[config.mk]
export PLATFORM = sky130hd
export DESIGN_NAME = gpio_bank_regs
export DESIGN_NICKNAME = d
export VERILOG_FILES = /design/src/rtl/gpio_bank_pkg.sv /design/src/rtl/gpio_sync2.sv /design/src/rtl/gpio_port.sv /design/src/rtl/gpio_bank_regs.sv
export SDC_FILE = /design/constraint.sdc
export NUM_CORES = 1
export LEC_CHECK = 0
export CELL_PAD_IN_SITES_DETAIL_PLACEMENT = 1
export CELL_PAD_IN_SITES_GLOBAL_PLACEMENT = 1
export CORE_UTILIZATION = 42
export DETAILED_ROUTE_END_ITERATION = 6
export PLACE_DENSITY = 0.95
export RECOVER_POWER = 50
export SKIP_CTS_REPAIR_TIMING = 1
export SYNTH_ARGS = -nofsm -noshare
export SYNTH_HDL_FRONTEND = slang
export SYNTH_SLANG_ARGS = --single-unit
[constraint.sdc]
create_clock -name clk -period 4.3 [get_ports clk]
set_input_delay 0.86 -clock clk [delete_from_list [all_inputs] [get_ports clk]]
set_output_delay 0.86 -clock clk [all_outputs]
set_load 0.03 [all_outputs]
[src/rtl/gpio_bank_pkg.sv]
package gpio_bank_pkg;

   localparam int AW          = 8;
   localparam int BANK_PORTS  = 2;
   localparam int PORT_BASE   = 'hE0;
   localparam int PORT_STRIDE = 4;

   localparam logic [AW-1:0] ADDR_ENABLE = 8'h30;

   // Register slot within one port's window.
   localparam int OFS_DIR  = 0;
   localparam int OFS_DATA = 1;
   localparam int OFS_INV  = 2;

   typedef enum logic [1:0] {
      PF_IR_OFF = 2'd0,
      PF_IR     = 2'd1,
      PF_GPIO   = 2'd2,
      PF_UART   = 2'd3
   } pin_func_e;

   function automatic logic [AW-1:0] port_reg_addr(input int port, input int slot);
      return AW'(PORT_BASE + port * PORT_STRIDE + slot);
   endfunction

   function automatic logic addr_in_map(input logic [AW-1:0] a);
      logic hit;
      hit = (a == ADDR_ENABLE);
      for (int p = 0; p < BANK_PORTS; p++) begin
         for (int s = OFS_DIR; s <= OFS_INV; s++) begin
            if (a == port_reg_addr(p, s)) hit = 1'b1;
         end
      end
      return hit;
   endfunction

endpackage

[src/rtl/gpio_sync2.sv]
module gpio_sync2 #(
   parameter int W = 16
) (
   input  logic         clk,
   input  logic         rst_n,
   input  logic [W-1:0] d,
   output logic [W-1:0] q
);

   logic [W-1:0] stage1_q;

   always_ff @(posedge clk or negedge rst_n) begin
      if (!rst_n) begin
         stage1_q <= '0;
         q        <= '0;
      end else begin
         stage1_q <= d;
         q        <= stage1_q;
      end
   end

endmodule

[src/rtl/gpio_port.sv]
module gpio_port #(
   parameter int W    = 8,
   parameter int PINS = 8
) (
   input  logic         clk,
   input  logic         rst_n,
   input  logic         wr_dir,
   input  logic         wr_dat,
   input  logic         wr_inv,
   input  logic [W-1:0] wdata,
   input  logic         en,
   input  logic         pp,
   input  logic         route,
   input  logic [W-1:0] pin_in,
   output logic [W-1:0] dir_rd,
   output logic [W-1:0] dat_rd,
   output logic [W-1:0] inv_rd,
   output logic [W-1:0] pad_oe,
   output logic [W-1:0] pad_out
);

   function automatic logic [W-1:0] build_mask();
      logic [W-1:0] m;
      for (int i = 0; i < W; i++) m[i] = (i < PINS);
      return m;
   endfunction

   localparam logic [W-1:0] PIN_MASK = build_mask();

   logic [W-1:0] dir_q;
   logic [W-1:0] lat_q;
   logic [W-1:0] inv_q;
   logic [W-1:0] drive_val;
   logic [W-1:0] pin_seen;
   logic [W-1:0] out_pins;
   logic [W-1:0] drive_ok;
   logic         live;

   always_ff @(posedge clk or negedge rst_n) begin
      if (!rst_n) begin
         dir_q <= PIN_MASK;
         lat_q <= '0;
         inv_q <= '0;
      end else begin
         if (wr_dir) dir_q <= wdata & PIN_MASK;
         if (wr_dat) lat_q <= wdata & PIN_MASK;
         if (wr_inv) inv_q <= wdata & PIN_MASK;
      end
   end

   assign live      = en && route;
   assign drive_val = (lat_q ^ inv_q) & PIN_MASK;
   assign pin_seen  = route ? (pin_in & PIN_MASK) : '0;
   assign out_pins  = ~dir_q & PIN_MASK;
   // Open drain drives only the low level.
   assign drive_ok  = pp ? PIN_MASK : ~drive_val;

   assign pad_out = drive_val;
   assign pad_oe  = live ? (out_pins & drive_ok) : '0;

   assign dat_rd = en ? ((((dir_q & pin_seen) | (out_pins & lat_q)) ^ inv_q) & PIN_MASK) : '0;
   assign dir_rd = dir_q;
   assign inv_rd = inv_q;

endmodule

[src/rtl/gpio_bank_regs.sv]
module gpio_bank_regs
   import gpio_bank_pkg::*;
#(
   parameter int W        = 8,
   parameter int A_PINS   = 8,
   parameter int B_PINS   = 5,
   parameter int EN_BIT_A = 0,
   parameter int EN_BIT_B = 1
) (
   input  logic          clk,
   input  logic          rst_n,
   input  logic [AW-1:0] reg_addr,
   input  logic [W-1:0]  reg_wdata,
   input  logic          reg_wr,
   output logic [W-1:0]  reg_rdata,
   input  logic [1:0]    drv_pp,
   input  logic [1:0]    pin_func,
   input  logic [W-1:0]  a_pad_in,
   output logic [W-1:0]  a_pad_oe,
   output logic [W-1:0]  a_pad_out,
   input  logic [W-1:0]  b_pad_in,
   output logic [W-1:0]  b_pad_oe,
   output logic [W-1:0]  b_pad_out
);

   localparam int NP = BANK_PORTS;

   if (A_PINS < 1 || A_PINS > W) begin : g_bad_a_pins
      $error("A_PINS must lie in 1..W");
   end
   if (B_PINS < 1 || B_PINS > W) begin : g_bad_b_pins
      $error("B_PINS must lie in 1..W");
   end
   if (EN_BIT_A == EN_BIT_B || EN_BIT_A >= W || EN_BIT_B >= W) begin : g_bad_en_bits
      $error("enable bit positions must differ and fit in W");
   end

   logic [NP-1:0]   en_q;
   logic [NP-1:0]   wr_dir;
   logic [NP-1:0]   wr_dat;
   logic [NP-1:0]   wr_inv;
   logic [NP*W-1:0] sync_flat;
   logic [W-1:0]    dir_rd [NP];
   logic [W-1:0]    dat_rd [NP];
   logic [W-1:0]    inv_rd [NP];
   logic [W-1:0]    oe_v   [NP];
   logic [W-1:0]    out_v  [NP];

   gpio_sync2 #(.W(NP * W)) u_sync (
      .clk   (clk),
      .rst_n (rst_n),
      .d     ({b_pad_in, a_pad_in}),
      .q     (sync_flat)
   );

   always_ff @(posedge clk or negedge rst_n) begin
      if (!rst_n) begin
         en_q <= '0;
      end else if (reg_wr && reg_addr == ADDR_ENABLE) begin
         en_q[0] <= reg_wdata[EN_BIT_A];
         en_q[1] <= reg_wdata[EN_BIT_B];
      end
   end

   for (genvar p = 0; p < NP; p++) begin : g_port
      localparam int PINS = (p == 0) ? A_PINS : B_PINS;
      logic route;

      if (p == 0) begin : g_func_mux
         assign route = (pin_func == PF_GPIO);
      end else begin : g_fixed
         assign route = 1'b1;
      end

      assign wr_dir[p] = reg_wr && (reg_addr == port_reg_addr(p, OFS_DIR));
      assign wr_dat[p] = reg_wr && (reg_addr == port_reg_addr(p, OFS_DATA));
      assign wr_inv[p] = reg_wr && (reg_addr == port_reg_addr(p, OFS_INV));

      gpio_port #(.W(W), .PINS(PINS)) u_port (
         .clk     (clk),
         .rst_n   (rst_n),
         .wr_dir  (wr_dir[p]),
         .wr_dat  (wr_dat[p]),
         .wr_inv  (wr_inv[p]),
         .wdata   (reg_wdata),
         .en      (en_q[p]),
         .pp      (drv_pp[p]),
         .route   (route),
         .pin_in  (sync_flat[p*W +: W]),
         .dir_rd  (dir_rd[p]),
         .dat_rd  (dat_rd[p]),
         .inv_rd  (inv_rd[p]),
         .pad_oe  (oe_v[p]),
         .pad_out (out_v[p])
      );
   end

   assign a_pad_oe  = oe_v[0];
   assign a_pad_out = out_v[0];
   assign b_pad_oe  = oe_v[1];
   assign b_pad_out = out_v[1];

   always_comb begin
      reg_rdata = '0;
      if (reg_addr == ADDR_ENABLE) begin
         reg_rdata[EN_BIT_A] = en_q[0];
         reg_rdata[EN_BIT_B] = en_q[1];
      end
      for (int p = 0; p < NP; p++) begin
         if (reg_addr == port_reg_addr(p, OFS_DIR))  reg_rdata = dir_rd[p];
         if (reg_addr == port_reg_addr(p, OFS_DATA)) reg_rdata = dat_rd[p];
         if (reg_addr == port_reg_addr(p, OFS_INV))  reg_rdata = inv_rd[p];
      end
   end

endmodule

==> impl_metrics.yaml, run 1 <==
outcome:
  status: "finished, violations left"
  violations: "max-capacitance violations, max-slew violations"
die:
  dieArea_mm2: 0.00820
  initial_core_util_pct: 44.4
  die_h_um: 90.5
  dieWidth_um: 90.5
  pin_count: 79
  coreArea_mm2: 0.00741
  placementRows: 31
cts:
  cts_root_buf: "clkbuf_8"
  cts_buffers: 9
  clock_latency_ps: 340
  cts_sinks: 67
  clk_pin_slew_worst_paths_ps: 70
  cts_tree: "yes"
  clock_path_buffers: 2
  htree_levels: 3
global_route:
  grt_pass1_wl_mm: 13.9
  grt.overflow.total: 0
  antenna_found_initial: 0
  top_usage_layer: "met2"
  grt_max_degree: 50
  grt_use_met3_pct: 4.21
  gr-usage-met2_pct: 38.2
  grt_util_met1_pct: 26.3
  grt_usage_pct: 22.3
  first_global_vias: 2750
cells_and_area:
  layout_commonest_cell: "dfrtp_1"
  utilization_pct: 57.1
  diodes: 0
  num-fill-cells: 766
  final_cell_mix: "dfrtp_1, clkdlybuf4s50_1, mux2_2"
  fin_nets: 387
  drive_gt1_share_pct: 24.4
  regArea_mm2: 0.00169
  multi_input_area_mm2: 0.00149
  area_growth_syn_to_layout_pct: 28.5
route:
  routed_wirelength_mm: 8.56
  drtPass1Iterations: 4
  drt_iter0_drc: 77
  wire_per_inst_um: 18.9
  route.detailed.drc: 0
  num_vias: 2409
  ant_nets: 0
  post_drt_via_cell_ratio: 5.33
sta:
  skew_ps: 1.52
  period_needed_ps: 4020
  fin_tns_setup_ps: 0
  max_freq_mhz: 249
  worst_slew_pin_slew_ps: 2540
  slew_viol_final: 50
  rsz0062_at_grt: "no"
  finalHoldViolCount: 0
  setup_viol: 0
  finalCritPeriodShare_pct: 93.4
  slew_headroom_pct: -69.2
yosys:
  async_reset_ff_share_pct: 100
  synth_area_leader_cell: "dfrtp_1"
  synth_top_area_share_pct: 41.0
  yosysSeqAreaShare_pct: 51.4
  ys.flop_type: "dfrtp_1"
  ys_ff_latch: 67
  synthTopCellsByArea: "dfrtp_1, mux2_2, dfstp_2"
  syn_area_mm2: 0.00329
  synth_warnings: 0
  synth_edf_count: 0
  synth.distinct_cells: 42
  syn_area_per_cell_um2: 12.1
  synthCells: 272
power:
  p_leak_uw: 0.00186
  p_per_area_mw_per_mm2: 324
  ir_drop_uv: 251
worst_setup_path:
  end_kind: "output pin"
  crit_type: "input port to output pin"
  worstPathRequired_ps: 3440
  cp_max_fo: 8
  start_kind: "input port"
  cp.arrival_ps: 3160
place:
  io_buffers: 69
  hpwl_mm: 6.32
  gp_congestion: 0.825
worst_hold_path:
  hold_class: "register to register"
flow_run:
  maxCapViolCount: 1
[where the power goes]
group | internal (uW) | switching [uW] | leakage [uW]
Combinational | 96.0 | 116 | 0.000943
Sequential | 666 | 27.5 | 0.000823
Clock | 240 | 224 | 0.0000905
[cells in the mapped netlist, types with 2 or more instances]
master,count
nand2b_1,6
nor3_1,4
dfstp_2,13
o21ai_0,5
buf_1,2
xor2_1,13
nor2b_1,11
nand3_1,4
dfrtp_1,54
mux2i_1,10
a21oi_1,8
and3_1,3
a31oi_1,13
o221ai_1,3
xnor2_1,13
o22ai_1,2
inv_1,6
buf_4,6
a211oi_1,8
mux2_2,43
clkbuf_1,5
nor2_1,20
[flip-flops by register name, summed over array words and instances (netlist names)]
signal                cells
g_port.u_port.inv_rd     13
en_q                      2
g_port.u_port.dir_rd     13
g_port.u_port.lat_q      13
u_sync.q                 13
u_sync.stage1_q          13
[layout make-up]
cell class | instances | area share [%]
clock inverters | 2 | 0.237
clock buffers | 14 | 3.84
multi-input cells | 188 | 35.3
well taps | 99 | 2.93
flip-flops and latches | 67 | 40.0
inverters | 6 | 0.532
repair buffers | 76 | 17.1
[metrics by stage]
stage / area (um^2) / std cells / hold WS (ps) / power (uW) / setup slack [ps]
after floorplan: 3310 / 277 / 331 / 814 / 1080
after global placement: 4060 / 436 / 332 / 908 / 305
after detailed placement: 4060 / 436 / 336 / 919 / 289
after CTS: 4240 / 452 / 351 / 1380 / 291
after global routing: 4230 / 452 / 358 / 1420 / 157
final: 4230 / 452 / 348 / 1370 / 283
[layer usage]
layer / routed length, um / vias to the layer above
met4: 220 / 0
met1: 3540 / 1223
li1: - / 1101
met3: 349 / 20
met2: 4460 / 65
met5: 0 / -
[cells by family (layout without fill, tap and decap cells)]
family	after synthesis	count (layout)	share of synthesized area, %
buffers and inverters	22	98	3.76
DFF	67	67	51.4
muxes	53	53	17.7
xor gates and xnor gates	26	26	6.92
AOI/OAI and AO/OA	45	45	9.12
and+or+nand+nor	58	58	10.9
other	1	6	0.114
[worst max-delay path, cell delays in order]
cell	delay, ps
clkdlybuf4s50_1	450
nor2b_1	400
nand2_1	340
a211oi_1	370
clkdlybuf4s50_1	740
[path summary, 6_finish.rpt]
path,startpoint,endpoint,slack (ps),cells past startpoint
max,pin_func[1],a_pad_oe[4],280,5
min reg2reg,u_sync.stage1_q[5],u_sync.q[5],350,0
max in group asynchronous,rst_n,u_sync.stage1_q[1],1110,2
min in group asynchronous,rst_n,u_sync.stage1_q[6],1310,1
max reg2reg,en_q[1],en_q[1],3380,1
min,u_sync.stage1_q[5],u_sync.q[5],350,0
(Power assumes the default switching activity.)
==> inputs of run 2 (changes only) <==
--- a/config.mk
+++ b/config.mk
@@ -11,6 +11,7 @@
 export DETAILED_ROUTE_END_ITERATION = 6
 export PLACE_DENSITY = 0.95
 export RECOVER_POWER = 50
+export SETUP_SLACK_MARGIN = 0.2
 export SKIP_CTS_REPAIR_TIMING = 1
 export SYNTH_ARGS = -nofsm -noshare
 export SYNTH_HDL_FRONTEND = slang
==> impl_metrics.yaml, run 2 (synthesis gave the netlist of run 1 again) <==
sta:
  slew_viol_final: 50
  setup_viol: 0
  max_freq_mhz: 257
  finalCritPeriodShare_pct: 90.5
  final.setup.worst_slack_ps: 409
  rsz0062_at_grt: "no"
  worst_slew_pin_slew_ps: 2530
  skew_ps: 1.75
  fin_tns_setup_ps: 0
  slew_headroom_pct: -68.5
  period_needed_ps: 3890
  finalHoldViolCount: 0
cts:
  clk_pin_slew_worst_paths_ps: 70
  htree_levels: 3
  clock_latency_ps: 350
  cts_sinks: 67
  cts_buffers: 9
  clock_path_buffers: 2
  cts_tree: "yes"
  cts_root_buf: "clkbuf_8"
worst_setup_path:
  cp.arrival_ps: 3030
  path_buf_inv: 2
  path_cells: "clkdlybuf4s50_1 > nand4bb_1 > nor3_1 > a32oi_1 > o21a_1 > o21ai_0 > clkdlybuf4s50_1"
  crit_type: "input port to output pin"
  start_kind: "input port"
  critPathMaxStageDelay_ps: 690
  end_kind: "output pin"
  crit_slowest_cell: "clkdlybuf4s50_1"
  cp_top_family: "buffers and inverters"
  cp_common_cell: "clkdlybuf4s50_1"
  worstPathRequired_ps: 3440
  cp_max_fo: 3
place:
  hpwl_mm: 6.32
  io_buffers: 69
  dp_slack_ps: 289
  gp_congestion: 0.825
  numPlacedInstances: 436
die:
  dieArea_mm2: 0.00820
  die_h_um: 90.5
  pin_count: 79
  coreArea_mm2: 0.00741
  dieWidth_um: 90.5
  placementRows: 31
  initial_core_util_pct: 44.4
route:
  wire_per_inst_um: 19.0
  num_vias: 2428
  drtPass1Iterations: 4
  ant_nets: 0
  drt_iter0_drc: 91
  post_drt_via_cell_ratio: 5.37
  routed_wirelength_mm: 8.58
  route.detailed.drc: 0
global_route:
  antenna_found_initial: 0
  grt_pass1_wl_mm: 13.9
  grt_max_degree: 50
  grt_usage_pct: 22.3
  first_global_vias: 2750
  grt.overflow.total: 0
worst_hold_path:
  hold_class: "register to register"
cells_and_area:
  fin_nets: 387
  num-fill-cells: 766
  drive_gt1_share_pct: 24.6
  layout_commonest_cell: "dfrtp_1"
  final_cell_mix: "dfrtp_1, clkdlybuf4s50_1, mux2_2"
  diodes: 0
  stdcell_count: 452
  area_growth_syn_to_layout_pct: 28.6
flow_run:
  maxCapViolCount: 1
power:
  ir_drop_uv: 252
  p_per_area_mw_per_mm2: 324
  p_leak_uw: 0.00186
outcome:
  violations: "max-capacitance violations, max-slew violations"
  status: "finished, violations left"
## run 2: worst paths after layout
path	from	to	slack [ps]	cells after the start
hold reg to reg	u_sync.stage1_q[5]	u_sync.q[5]	350	0
setup reg to reg	en_q[1]	en_q[1]	3380	1
max in group asynchronous	rst_n	u_sync.stage1_q[1]	1130	2
hold / removal	u_sync.stage1_q[5]	u_sync.q[5]	350	0
min in group asynchronous	rst_n	u_sync.stage1_q[6]	1300	1
setup / recovery	reg_addr[6]	reg_rdata[1]	410	7
## run 2: metrics by stage
step	hold WS, ps	util (%)	instance area (um^2)	power, uW
floorplan	331	-	3310	814
global placement	332	54.9	4060	908
detailed placement	336	54.9	4060	919
CTS	351	57.2	4240	1380
global route	358	57.2	4230	1420
finish	349	57.2	4230	1370
## run 2: cell type report
| type | instances | area (um^2) | share of cell area, % |
|---|---|---|---|
| clock buffers | 14 | 163 | 3.84 |
| clock inverters | 2 | 10.0 | 0.236 |
| inverters | 6 | 22.5 | 0.532 |
| multi-input cells | 188 | 1500 | 35.3 |
| flip-flops and latches | 67 | 1690 | 40.0 |
| well taps | 99 | 124 | 2.93 |
| repair buffers | 76 | 726 | 17.1 |
## run 2: per-layer routing
| layer | global-route usage, % | vias to the layer above | part of all wire (%) | routed length (um) |
|---|---|---|---|---|
| met5 | 0 | - | 0 | 0 |
| met4 | 11.7 | 0 | 2.6 | 219 |
| met3 | 4.21 | 20 | 4.1 | 349 |
| met2 | 38.2 | 69 | 52 | 4500 |
| met1 | 26.3 | 1236 | 41 | 3510 |
| li1 | - | 1103 | - | - |
## run 2: power by group
part / switching (uW) / total, uW / internal, uW
combinational: 116 / 212 / 96.2
sequential: 27.5 / 694 / 666
clock: 226 / 465 / 240
==> inputs of run 3 (changes only) <==
--- a/config.mk
+++ b/config.mk
@@ -9,10 +9,11 @@
 export CELL_PAD_IN_SITES_GLOBAL_PLACEMENT = 1
 export CORE_UTILIZATION = 42
 export DETAILED_ROUTE_END_ITERATION = 6
-export PLACE_DENSITY = 0.95
+export PLACE_DENSITY = 0.94
 export RECOVER_POWER = 50
 export SETUP_SLACK_MARGIN = 0.2
 export SKIP_CTS_REPAIR_TIMING = 1
 export SYNTH_ARGS = -nofsm -noshare
 export SYNTH_HDL_FRONTEND = slang
+export SYNTH_HIERARCHICAL = 1
 export SYNTH_SLANG_ARGS = --single-unit
==> impl_metrics.yaml, run 3 <==
global_route:
  grt.overflow.total: 0
  grt_usage_pct: 26.6
  first_global_vias: 3127
  grt_max_degree: 45
  grt_pass1_wl_mm: 17.0
  antenna_found_initial: 0
outcome:
  status: "finished, violations left"
  violations: "max-capacitance violations, max-slew violations"
place:
  gp_congestion: 0.887
  place_area_mm2: 0.00430
  hpwl_mm: 7.57
  io_buffers: 69
worst_setup_path:
  r2r_slack_ps: 3320
  crit_type: "input port to output pin"
  path_cells: "clkdlybuf4s50_1 > or2_1 > o32ai_1 > o2111ai_1 > a22oi_1 > buf_4"
  crit_slowest_cell: "clkdlybuf4s50_1"
  critPathMaxStageDelay_ps: 630
  timing.rr.end: "en_q[0]"
  worstRegToRegCells: 1
  cp.arrival_ps: 2890
  start_kind: "input port"
  worstPathRequired_ps: 3440
  cp_max_fo: 9
  rr_startpoint: "en_q[0]"
  end_kind: "output pin"
sta:
  finalCritPeriodShare_pct: 87.2
  skew_ps: 10.9
  period_needed_ps: 3750
  finalHoldViolCount: 0
  fin_tns_setup_ps: 0
  setup_viol: 0
  max_freq_mhz: 267
  rsz0062_at_grt: "no"
  slew_headroom_pct: -57.0
  slew_viol_final: 45
  worst_slew_pin_slew_ps: 2360
  hold_slack_ps: 350
die:
  die_h_um: 93.4
  placementRows: 32
  dieWidth_um: 93.4
  coreArea_mm2: 0.00789
  dieArea_mm2: 0.00872
  pin_count: 79
  initial_core_util_pct: 44.4
route:
  wl_met1_mm: 4.40
  wl_met3_um: 526
  wire_per_inst_um: 21.7
  num_vias: 2859
  post_drt_via_cell_ratio: 5.67
  route.detailed.drc: 0
  routed_wirelength_mm: 10.9
  drtPass1Iterations: 4
  wl_met2_mm: 5.58
  drt_iter0_drc: 189
  top_layer_used: "met4"
  ant_nets: 0
cts:
  cts_root_buf: "clkbuf_8"
  cts_tree: "yes"
  cts_buffers: 9
  clock_latency_ps: 340
  htree_levels: 3
  clk_pin_slew_worst_paths_ps: 60
  cts_sinks: 67
  clock_path_buffers: 2
yosys:
  syn_area_per_cell_um2: 11.2
  syn_area_mm2: 0.00351
  synthCells: 312
  synth_warnings: 6
cells_and_area:
  drive_gt1_share_pct: 18.9
  diodes: 0
  final_cell_mix: "dfrtp_1, clkdlybuf4s50_1, mux2_2"
  area_growth_syn_to_layout_pct: 28.2
  design_area_mm2: 0.00449
  num-fill-cells: 853
  layout_commonest_cell: "dfrtp_1"
  fin_nets: 436
flow_run:
  maxCapViolCount: 1
power:
  p_per_area_mw_per_mm2: 315
  ir_drop_uv: 174
  p_leak_uw: 0.00218
worst_hold_path:
  holdPathEnd: "u_sync/q[3]"
  hold_class: "register to register"
  min_from: "u_sync/stage1_q[3]"
  hold_path_depth: 0
-- run 3: cell types whose count changed in the layout (fill, tap and decap cells not counted), moves of 10 or more --
| cell | change |
|---|---|
| xnor2_1 | -13 |
| nor2_1 | -13 |
| a31oi_1 | -13 |
| conb_1 | +15 |
| mux2_2 | -13 |
| o21ai_0 | +17 |
| and3b_1 | +13 |
| and3_1 | +12 |
| mux2_1 | +10 |
| nor3_1 | +12 |
-- run 3: metal layers --
| metal | vias to the layer above | global-route usage, % |
|---|---|---|
| li1 | 1282 | - |
| met1 | 1427 | 30.8 |
| met2 | 116 | 46.6 |
| met3 | 34 | 4.39 |
| met4 | 0 | 14.6 |
| met5 | - | 0 |
-- run 3: worst max-delay path by stage --
stage	start	endpoint	slack, ps	depth (start not counted)
after CTS	reg_addr[7]	reg_rdata[2]	190	6
after global routing	reg_addr[1]	reg_rdata[1]	460	6
final	reg_addr[1]	reg_rdata[1]	550	6
after global placement	pin_func[1]	reg_rdata[2]	310	10
after floorplan	pin_func[1]	reg_rdata[4]	1110	7
after detailed placement	reg_addr[7]	reg_rdata[2]	210	6
-- run 3: metrics by stage --
step	util [%]	total power (uW)	setup WS (ps)	cells
after global routing	57.0	1460	463	504
final	57.0	1420	550	504
after global placement	54.5	903	306	488
after CTS	56.8	1420	194	504
after floorplan	-	814	1110	331
after detailed placement	54.5	918	213	488
-- run 3: layout make-up --
class	instances	area, um^2	area share (%)
clock inverter	3	40.0	0.891
timing repair buffer	79	756	16.8
tap	102	128	2.84
clock buffer	13	139	3.09
inverter	5	18.8	0.418
multi-input combinational	235	1720	38.3
sequential	67	1690	37.7
-- run 3: critical path, delay by kind of cell --
| kind | cells | cell delay [ps] |
|---|---|---|
| buffers and inverters | 2 | 830 |
| AOI/OAI and AO/OA | 3 | 760 |
| and+or+nand+nor | 1 | 450 |
-- run 3: report_power, final --
group	internal [uW]	leakage, uW	total, uW	switching, uW
combinational	93.5	0.00126	215	122
sequential	666	0.000823	696	29.8
clock	267	0.0000914	506	238
total	1030	0.00218	1420	390
